$ cat src/rtl/dst_addr_filter.sv
module dst_addr_filter #(
  parameter int NBYTES = 6,
  parameter int HASH_W = 6
) (
  input  logic                     clk,
  input  logic                     rst_n,
  input  logic                     in_valid,
  input  logic                     in_first,
  input  logic [7:0]               in_byte,
  input  logic [7:0]               rx_cfg,
  input  logic [8*NBYTES-1:0]      station_addr,
  input  logic [(1<<HASH_W)-1:0]   mcast_mask,
  output logic                     res_valid,
  output logic                     accept
);
  localparam int CNT_W = $clog2(NBYTES + 1);
  localparam logic [31:0] POLY = 32'h04C11DB6;

  function automatic logic [31:0] crc_byte(input logic [31:0] c, input logic [7:0] b);
    logic [31:0] r;
    logic fb;
    r = c;
    for (int j = 0; j < 8; j++) begin
      fb = r[31] ^ b[j];
      r  = {r[30:0], 1'b0};
      if (fb) r = (r ^ POLY) | 32'd1;
    end
    return r;
  endfunction

  logic [CNT_W-1:0]  cnt;
  logic [31:0]       crc;
  logic              bcast, mcast, umatch;

  logic              take, last, decide;
  logic [CNT_W-1:0]  pos;
  logic [31:0]       crc_nx;
  logic              bcast_nx, mcast_nx, umatch_nx;
  logic [HASH_W-1:0] hash_idx;

  assign pos       = in_first ? '0 : cnt;
  assign take      = in_valid && (in_first || (cnt != '0 && cnt < CNT_W'(NBYTES)));
  assign last      = take && (pos == CNT_W'(NBYTES - 1));
  assign crc_nx    = crc_byte(in_first ? 32'hFFFF_FFFF : crc, in_byte);
  assign bcast_nx  = (in_first | bcast) & (in_byte == 8'hFF);
  assign mcast_nx  = in_first ? in_byte[0] : mcast;
  assign umatch_nx = (in_first | umatch) & (in_byte == station_addr[8*pos +: 8]);
  assign hash_idx  = crc_nx[31 -: HASH_W];
  assign decide    = rx_cfg[4] | (bcast_nx ? rx_cfg[2] :
                                  mcast_nx ? (rx_cfg[3] & mcast_mask[hash_idx]) :
                                             umatch_nx);

  always_ff @(posedge clk or negedge rst_n) begin
    if (!rst_n) begin
      cnt       <= '0;
      crc       <= 32'hFFFF_FFFF;
      bcast     <= 1'b0;
      mcast     <= 1'b0;
      umatch    <= 1'b0;
      res_valid <= 1'b0;
      accept    <= 1'b0;
    end else if (take) begin
      cnt       <= pos + 1'b1;
      crc       <= crc_nx;
      bcast     <= bcast_nx;
      mcast     <= mcast_nx;
      umatch    <= umatch_nx;
      res_valid <= last;
      if (last)          accept <= decide;
      else if (in_first) accept <= 1'b0;
    end
  end

  a_r7_valid_after_last: assert property (@(posedge clk) disable iff (!rst_n)
    last |=> res_valid);

  a_r8_hold: assert property (@(posedge clk) disable iff (!rst_n)
    (res_valid && !(in_valid && in_first)) |=> (res_valid && $stable(accept)));

  a_r9_first_clears: assert property (@(posedge clk) disable iff (!rst_n)
    (in_valid && in_first && !last) |=> !res_valid);

  a_r1_promisc: assert property (@(posedge clk) disable iff (!rst_n)
    (last && rx_cfg[4]) |=> accept);

  a_r2_bcast_off: assert property (@(posedge clk) disable iff (!rst_n)
    (last && bcast_nx && !rx_cfg[4] && !rx_cfg[2]) |=> !accept);

  a_r10_reset_quiet: assert property (@(posedge clk)
    $rose(rst_n) |-> (!res_valid && !accept));
endmodule

$ cat config.mk
export PLATFORM = sky130hd
export DESIGN_NAME = dst_addr_filter
export DESIGN_NICKNAME = d
export VERILOG_FILES = /design/src/rtl/dst_addr_filter.sv
export SDC_FILE = /design/constraint.sdc
export NUM_CORES = 1
export LEC_CHECK = 0
export BUFFER_PORTS_ARGS = -buffer_cell sky130_fd_sc_hd__buf_2
export CAP_MARGIN = 20
export CORE_ASPECT_RATIO = 1.2
export CORE_MARGIN = 2
export CORE_UTILIZATION = 30
export CTS_CLUSTER_DIAMETER = 60
export DETAILED_ROUTE_END_ITERATION = 7
export PLACE_DENSITY = 0.62
export SYNTH_ARGS = -nofsm -noshare
export SYNTH_HDL_FRONTEND = slang
export SYNTH_SLANG_ARGS = --single-unit
$ cat constraint.sdc
create_clock -name clk -period 5.4 [get_ports clk]
set_input_delay 0.54 -clock clk [delete_from_list [all_inputs] [get_ports clk]]
set_output_delay 0.54 -clock clk [all_outputs]
set_load 0.03 [all_outputs]
# After elaboration in Yosys (flattened, before gate mapping)
# Index checks and enable logic that the tools add are counted.
# totals
reg_bits,40
input_bits,132
out_inout_bits,2
elab_cells,60
# classes
n_addsub,1
order_cmp,2
eq_ne,3
shifts,1
n_mux,17
n_bitwise,22
n_reduce_logical,7
# op_table
cell,n
$mux W27,8
$not A13 Y13,8
$shiftx A48 B7 Y8,1
$mux W32,1
$eq A8 B8 Y1,1
$eq A8 B8 Y1 const B,1
$xor A1 B1 Y1,8
$lt A6 B7 Y1 const B,1
$bmux W1 S6,1
$mux W1,6
$add A3 B1 Y3 const B,1
$and A1 B1 Y1,3
$eq A3 B3 Y1 const B,1
$logic_and A1 B1 Y1,3
$lt A3 B3 Y1 const B,1
$mux W3,1
$or A1 B1 Y1,3
$reduce_bool A3 Y1,1
$reduce_and A2 Y1,1
$reduce_bool A2 Y1,1
$logic_or A1 B1 Y1,1

# Logic depth before layout (Yosys ltp)
# Gate-level depths: netlist of the first run.
# logic_depth
word_depth,24
mapped_depth,13
depth_no_buf,9

# Least setup slack after synthesis of the first run
# OpenSTA, ideal clock, no wires.
# synth_timing
path_type,register -> register
start,reg crc[28]
end,reg accept
setup_time_ns,0.132
arrival_time_ns,2.956
required_ns,5.268
setup_slack_ns,2.311
stages_incl_launch_ff,10
path_buffers,0
period_less_slack_ns,3.089
path_cell_list,dfstp_2 -> xor3_1 -> or3_4 -> a211oi_4 -> nor2_2 -> mux4_2 -> o2111ai_1 -> o31ai_1 -> a2111oi_2 -> o31ai_1
# synth_between
elab_chain_len,16
elab_cells_between_ends,17
# synth_rtl
element,line,text
"start, declared",32,logic [31:0] crc;
"start signal, assigned",64,crc <= crc_nx;
$mux W32 (*),44,"assign crc_nx = crc_byte(in_first ? 32'hFFFF_FFFF : crc, in_byte);"
$xor A1 B1 Y1 (*),24,fb = r[31] ^ b[j];
$mux W27 (*),26,if (fb) r = (r ^ POLY) | 32'd1;
$not A13 Y13 (no source line),n/a,
$mux W27 (3 in series),26,
$not A13 Y13 (no source line),n/a,
$mux W27,26,
$bmux W1 S6 (*),50,mcast_nx ? (rx_cfg[3] & mcast_mask[hash_idx]) :
$mux W1 (implied by the code) (*),50,
$and A1 B1 Y1 (*),50,
$mux W1 (*),50,
$mux W1 (*),49,assign decide = rx_cfg[4] | (bcast_nx ? rx_cfg[2] :
$or A1 B1 Y1 (*),49,
$mux W1 (*),69,if (last) accept <= decide;
"end signal, assigned",69,
"end, declared",14,output logic accept
# Every way passes the cells marked *; elsewhere a longest branch is shown, timed or not. The select of a mux whose other input is x is not followed.
# A chain may end at the register's enable or synchronous reset.

# Final worst setup path of the first run
# Same ends and word-level chain as after synthesis.

==> run metrics, run 1 <==
# IOs=134; unrepaired setup endpoints after global routing=no; worst skew pair latency=0.29 ns; GR Util met3=1.93%; initial DRC count=212; Data required, critical path=5.56 ns; die span in x=108 um; CTS buffer count=5; Root Driver=clkbuf_16; Sequential Area=1040 um2; Achievable Freq=0.275 GHz; All-Layer GR Usage=15.4%; final worst path period share=67.4%; Reg2Reg Launch Point=crc[28]; DRT Wirelength=10.8 mm; Synth warnings=0; most frequent CP cell=o31ai_1; via count=3617; Design Power=2.90 mW; Post-synth EDFFs=0; Fin. Hold Viols=0; antenna viol nets, final=0; Post-Syn Area per Cell=8.35 um2; part of the Yosys area used for sequential elements=27.0%; clk sink count=40; Slew HR=40.2%; Worst Hold Class=primary input to asynchronous set/reset pin; Slew Viols, Final=0; share of the synthesized area in the top cell type=21.8%; first-pass GRT wire length=17.0 mm; total die area=13800 um2; Max IR drop VDD=0.192 mV; Layout area overhead=24.4%; initial antenna violation count=0; Post-CTS Setup Bufs=0; drt first pass iters=5; critical path class=flop to flop; Routed wire per std cell=14.6 um; PwrDens=604 nW/um2; critical path capture point type=flop; GRT overflow=0; Reg2Reg Depth=9; Post-synth ARST share=100%; TNS Setup=0 ns; Post-Syn Instances=462; Diodes inserted=0; met1 Resource Use GR=19.3%; PostCTS Resize Cnt=0; FF+latch count, synth=40; minimum period implied by the final worst setup slack=3.64 ns; CP max-delay cell=dfstp_2; Clock H-tree levels=2; area leader, netlist=dfstp_2; multi-input logic area=2680 um2; busiest grt layer=met2; Final Net Count=707; Final WS setup=1.76 ns; Die Height=128 um; top cells by area, synth=dfstp_2 22%, xnor2_1 15%, mux2i_1 8.3%; vias in the first global route=3493; fillers=1313; largest fanout on the critical path=10; max incr delay on CP=0.60 ns; startpoint types=flop; dpl ws=1.74 ns; post-synth cell types=52; Post-Synthesis Cell Area=3860 um2; Fin Clk Skew=0.00589 ns; Clock Path Buffers=2; status=complete, no violations; share of layout cells above drive strength 1=34.8%; worst r2r dst=accept; largest net degree at the start of global routing=68; Leak=2.06 nW; Residual DRC=0; initial core utilization=30.6%; Site Rows=45; DPL Wire Length=8.29 mm; top_reg_cell synth=dfstp_2; cells along the critical path=xor3_1 -> nor3_1 -> a211oi_2 -> nor2_2 -> mux4_2 -> o2111ai_1 -> o31ai_1 -> a2111oi_2 -> o31ai_1; met2 GRT Util=27.6%; Worst Hold Margin=0.394 ns; FF-to-FF setup slack=1.76 ns; post-synthesis net count=596; core area=12600 um2; max-cap violations=0; Slew @ Worst Pin=0.897 ns; Via-to-Cell Ratio=4.90; Arr. time, crit path=3.80 ns; Final Wtd Congestion=0.852; fin util=38.1%; clock transition at the registers of the reported paths=0.06 ns; final setup fails=0; CTS Hold Buffers Added=0; port bufs=128; TritonCTS clock tree=yes
[final cells by class]
class / count / share of cell area, %
clock buffer: 6 / 2.68
clock inverter: 2 / 0.730
inverter: 2 / 0.156
multi-input combinational: 388 / 55.9
sequential: 40 / 21.7
tap: 164 / 4.27
timing repair buffer: 136 / 14.6
[flip-flops by register name, indices dropped and copies added, names as in the netlist]
signal and cells:
mcast 1, res_valid 1, cnt 3, umatch 1, crc 32, accept 1
bcast 1
[critical path: cells and delay by family (launching register included)]
kind | cells | cell delay [ns]
muxes | 1 | 0.58
DFF | 1 | 0.60
xor gates and xnor gates | 1 | 0.49
AOI/OAI and AO/OA | 5 | 1.04
and+or+nand+nor | 2 | 0.81
[worst max path at each step]
stage	from	end	slack, ns	depth (start not counted)
floorplan	crc[28]	accept	2.31	9
global placement	in_first	accept	1.74	10
detailed placement	in_first	accept	1.74	10
CTS	crc[28]	accept	1.76	9
global route	crc[28]	accept	1.49	10
finish	crc[28]	accept	1.76	9
[per-stage QoR]
step	instance area, um2	instances
6_report	4800	738
5_1_grt	4800	738
4_1_cts	4790	737
3_5_place_dp	4630	729
3_3_place_gp	4630	729
2_1_floorplan	3860	462
[placed cells by master, fill, tap and decap left out, types with 2 or more instances in the layout]
master	instances
clkbuf_16	5
o31ai_1	3
nand2_1	71
o21a_1	2
a211oi_1	2
inv_1	2
o2111ai_1	2
xor2_1	30
nand3_1	13
buf_4	8
nor2_1	43
mux2i_1	32
a21oi_1	7
a22o_1	4
o22ai_1	7
mux4_2	4
ha_1	2
nor3_1	4
mux2_2	12
o211ai_1	4
xnor2_1	67
nand4_1	5
o21ai_0	45
buf_2	128
dfstp_2	32
dfrtp_1	8
nor2b_1	4
[power by group]
group | total (mW) | switching [mW] | internal, mW
logic | 1.91 | 1.03 | 0.882
clock network | 0.338 | 0.120 | 0.217
registers | 0.651 | 0.129 | 0.522
total | 2.90 | 1.28 | 1.62
[per-layer routing]
layer / share of wire (%) / vias to the layer above / routed length (um)
met1: 41 / 1696 / 4480
met5: 0 / - / 0
li1: - / 1801 / -
met2: 52 / 107 / 5570
met3: 5.4 / 13 / 582
met4: 1.5 / 0 / 162
[cells by family (layout without fill, tap and decap cells)]
group                      count (synthesis)  in the layout  synth area share [%]
AOI/OAI and AO/OA                         89             89                  14.6
xor gates and xnor gates                  99             99                  23.1
adders and majority gates                  2              2                 0.648
buffers and inverters                     34            146                  3.86
DFF                                       40             40                  27.0
muxes                                     49             49                  14.4
and+or+nand+nor                          149            149                  16.5
[synthesized netlist by cell type (all sizes together), types with 3 or more instances]
cell,n
dfstp,32
o21ai,47
a22o,4
mux2i,32
o22ai,7
nand4,5
xnor2,68
dfrtp,8
a21oi,7
nor2,44
nand3,13
a211oi,4
buf,12
mux4,4
nand2,71
nor2b,5
mux2,13
o211ai,4
o31ai,3
nor3,4
xor2,30
clkbuf,20
Note: power is estimated with default switching activity, not from simulation.
==> inputs of run 2 (changes only) <==
--- a/config.mk
+++ b/config.mk
@@ -12,7 +12,7 @@
 export CORE_UTILIZATION = 30
 export CTS_CLUSTER_DIAMETER = 60
 export DETAILED_ROUTE_END_ITERATION = 7
-export PLACE_DENSITY = 0.62
+export PLACE_DENSITY = 0.63
 export SYNTH_ARGS = -nofsm -noshare
 export SYNTH_HDL_FRONTEND = slang
 export SYNTH_SLANG_ARGS = --single-unit
==> constraint.sdc (replaced) <==
create_clock -name clk -period 3.1 [get_ports clk]
set_input_delay 0.31 -clock clk [delete_from_list [all_inputs] [get_ports clk]]
set_output_delay 0.31 -clock clk [all_outputs]
set_load 0.03 [all_outputs]
==> run 2 against run 1 <==
The flow now finishes with violations (negative setup slack). Worst hold slack worse by 0.22 ns. Die area is the same. Critical path depth stayed put. Clock power increased by 57%. Register-to-register slack worse by 1.8 ns. First-iteration DRC count down 19%. Non-clock buffer count up 26. Sequential power is 64% higher. Core utilization increased by 1.7 points. Clock-buffer cell count is 1 higher. Via count increased by 2.9%. Critical path type unchanged. Critical endpoint unchanged. Largest cell class unchanged.
==> run metrics, run 2 (synthesis gave the netlist of run 1 again) <==
Final Instance Area=5010 um2; TritonCTS clock tree=yes; Reg power frac=20.0%; initial antenna violation count=0; commonest non-fill, non-tap cells in the layout=128 x buf_2, 71 x nand2_1, 67 x xnor2_1, 45 x o21ai_0, 43 x nor2_1; Achievable Freq=0.319 GHz; critical path capture point type=flop; status=finished with violations; Residual DRC=0; via count=3722; Die Height=128 um; cells along the critical path=xor3_2 -> or3_4 -> a211oi_4 -> nor2_2 -> mux4_2 -> o2111ai_2 -> o31ai_2 -> a2111oi_4 -> o31ai_1; startpoint types=flop; Int Power=3.04 mW; Site Rows=45; fin cells=764; Sw Share=43.6%; CP max-delay cell=dfstp_2; die span in x=108 um; Data required, critical path=3.26 ns; Routed wire per std cell=14.6 um; clk sink count=40; worst skew pair latency=0.28 ns; drt first pass iters=4; Arr. time, crit path=3.30 ns; unrepaired setup endpoints after global routing=yes; port bufs=128; Cell Area, Placed=4830 um2; Fin. Hold Viols=0; vias in the first global route=3663; largest fanout on the critical path=4; total die area=13800 um2; P_sw=2.34 mW; Slew @ Worst Pin=0.925 ns; CTS buffer count=5; Slew Viols, Final=0; Clock Path Buffers=2; share of layout cells above drive strength 1=38.3%; Leak=2.18 nW; DPL Wire Length=8.79 mm; Largest regs=crc (32), cnt (3); initial DRC count=171; final setup fails=1; antenna viol nets, final=0; critical path's top delay family=compound AO/OA/AOI/OAI gates; largest reg by FF count=crc; worst path bufs/invs=0; Worst Hold Class=primary input to asynchronous set/reset pin; Placed Cells incl. Taps=756; max-cap violations=0; largest net degree at the start of global routing=68; Diodes inserted=0; first-pass GRT wire length=17.5 mm; Design Power=5.38 mW; initial core utilization=30.6%; final worst path period share=101%; Root Driver=clkbuf_16; critical path class=flop to flop; most common cell after layout, fill and taps aside=buf_2; failing checks=negative setup slack; All-Layer GR Usage=15.8%; Via-to-Cell Ratio=4.87; Clock H-tree levels=2; Max IR drop VDD=0.443 mV; Layout area overhead=30.0%; minimum period implied by the final worst setup slack=3.14 ns; Slew HR=38.4%; Final Net Count=733; Post-CTS Setup Bufs=0; Final Wtd Congestion=0.919; max incr delay on CP=0.53 ns; clock share of power=9.8%; # IOs=134; core area=12600 um2; logic gate share of total power=70.2%; Fin Clk Skew=0.00503 ns; GRT overflow=0; Final WS setup=-0.0372 ns; clock transition at the registers of the reported paths=0.06 ns; PwrDens=1070 nW/um2; max reg flops=32; DRT Wirelength=11.1 mm
==> run 2: per-layer routing <==
metal	vias to the layer above	share of wire [%]	wire [um]	global-route usage (%)
met3	23	5.5	615	2.80
met1	1731	41	4600	19.3
met2	117	50	5620	27.8
li1	1851	-	-	-
met4	0	2.7	303	5.35
met5	-	0	0	0
==> run 2: power groups by stage <==
stage          clock (mW)  combinational [mW]  sequential [mW]
2_1_floorplan           0                2.76             1.02
3_3_place_gp            0                3.59             1.07
3_5_place_dp            0                3.64             1.08
4_1_cts             0.544                3.77             1.08
5_1_grt             0.568                4.16             1.11
6_report            0.530                3.78             1.07
==> run 2: worst register-to-register path, cell delays in order (launching register included) <==
cell,delay [ns]
dfstp_2,0.53
xor3_2,0.47
or3_4,0.37
a211oi_4,0.27
nor2_2,0.11
mux4_2,0.45
o2111ai_2,0.22
o31ai_2,0.12
a2111oi_4,0.35
o31ai_1,0.12
==> run 2: cell type report <==
cell class,count,area [um2]
fill,1289,7600
multi-input combinational,388,2710
sequential,40,1040
timing repair buffer,162,900
tap,164,205
clock buffer,7,143
clock inverter,1,7.51
inverter,2,7.51
==> run 2: path summary, 6_finish.rpt <==
check                      startpoint      to  slack (ns)  cells past startpoint
max in group asynchronous       rst_n  umatch        2.36                      1
min in group clk            rx_cfg[3]  accept        0.33                      3
hold / removal                  rst_n  cnt[0]        0.18                      1
setup / recovery              crc[18]  accept       -0.04                      9
hold reg to reg                crc[0]  crc[0]        0.46                      2
setup reg to reg              crc[18]  accept       -0.04                      9
==> run 2: repair_timing <==
item / 4_1_cts / 5_1_grt
hold buffers: 0 / 0
setup endpoints to repair: 1 / 1
hold endpoints to repair: 0 / 0
resized for setup: 6 / 0
pin swaps: 2 / 0
==> run 2: stage by stage <==
| stage | TNS, ns | hold WS [ns] | setup slack, ns | utilization (%) |
|---|---|---|---|---|
| 5_1_grt | -0.200 | 0.237 | -0.200 | 39.8 |
| 6_report | -0.0372 | 0.175 | -0.0372 | 39.8 |
| 2_1_floorplan | 0 | 0.0144 | 0.0115 | - |
| 3_5_place_dp | -0.0627 | 0.457 | -0.0627 | 38.3 |
| 3_3_place_gp | -0.0494 | 0.450 | -0.0494 | 38.3 |
| 4_1_cts | 0 | 0.200 | 0.000419 | 39.8 |
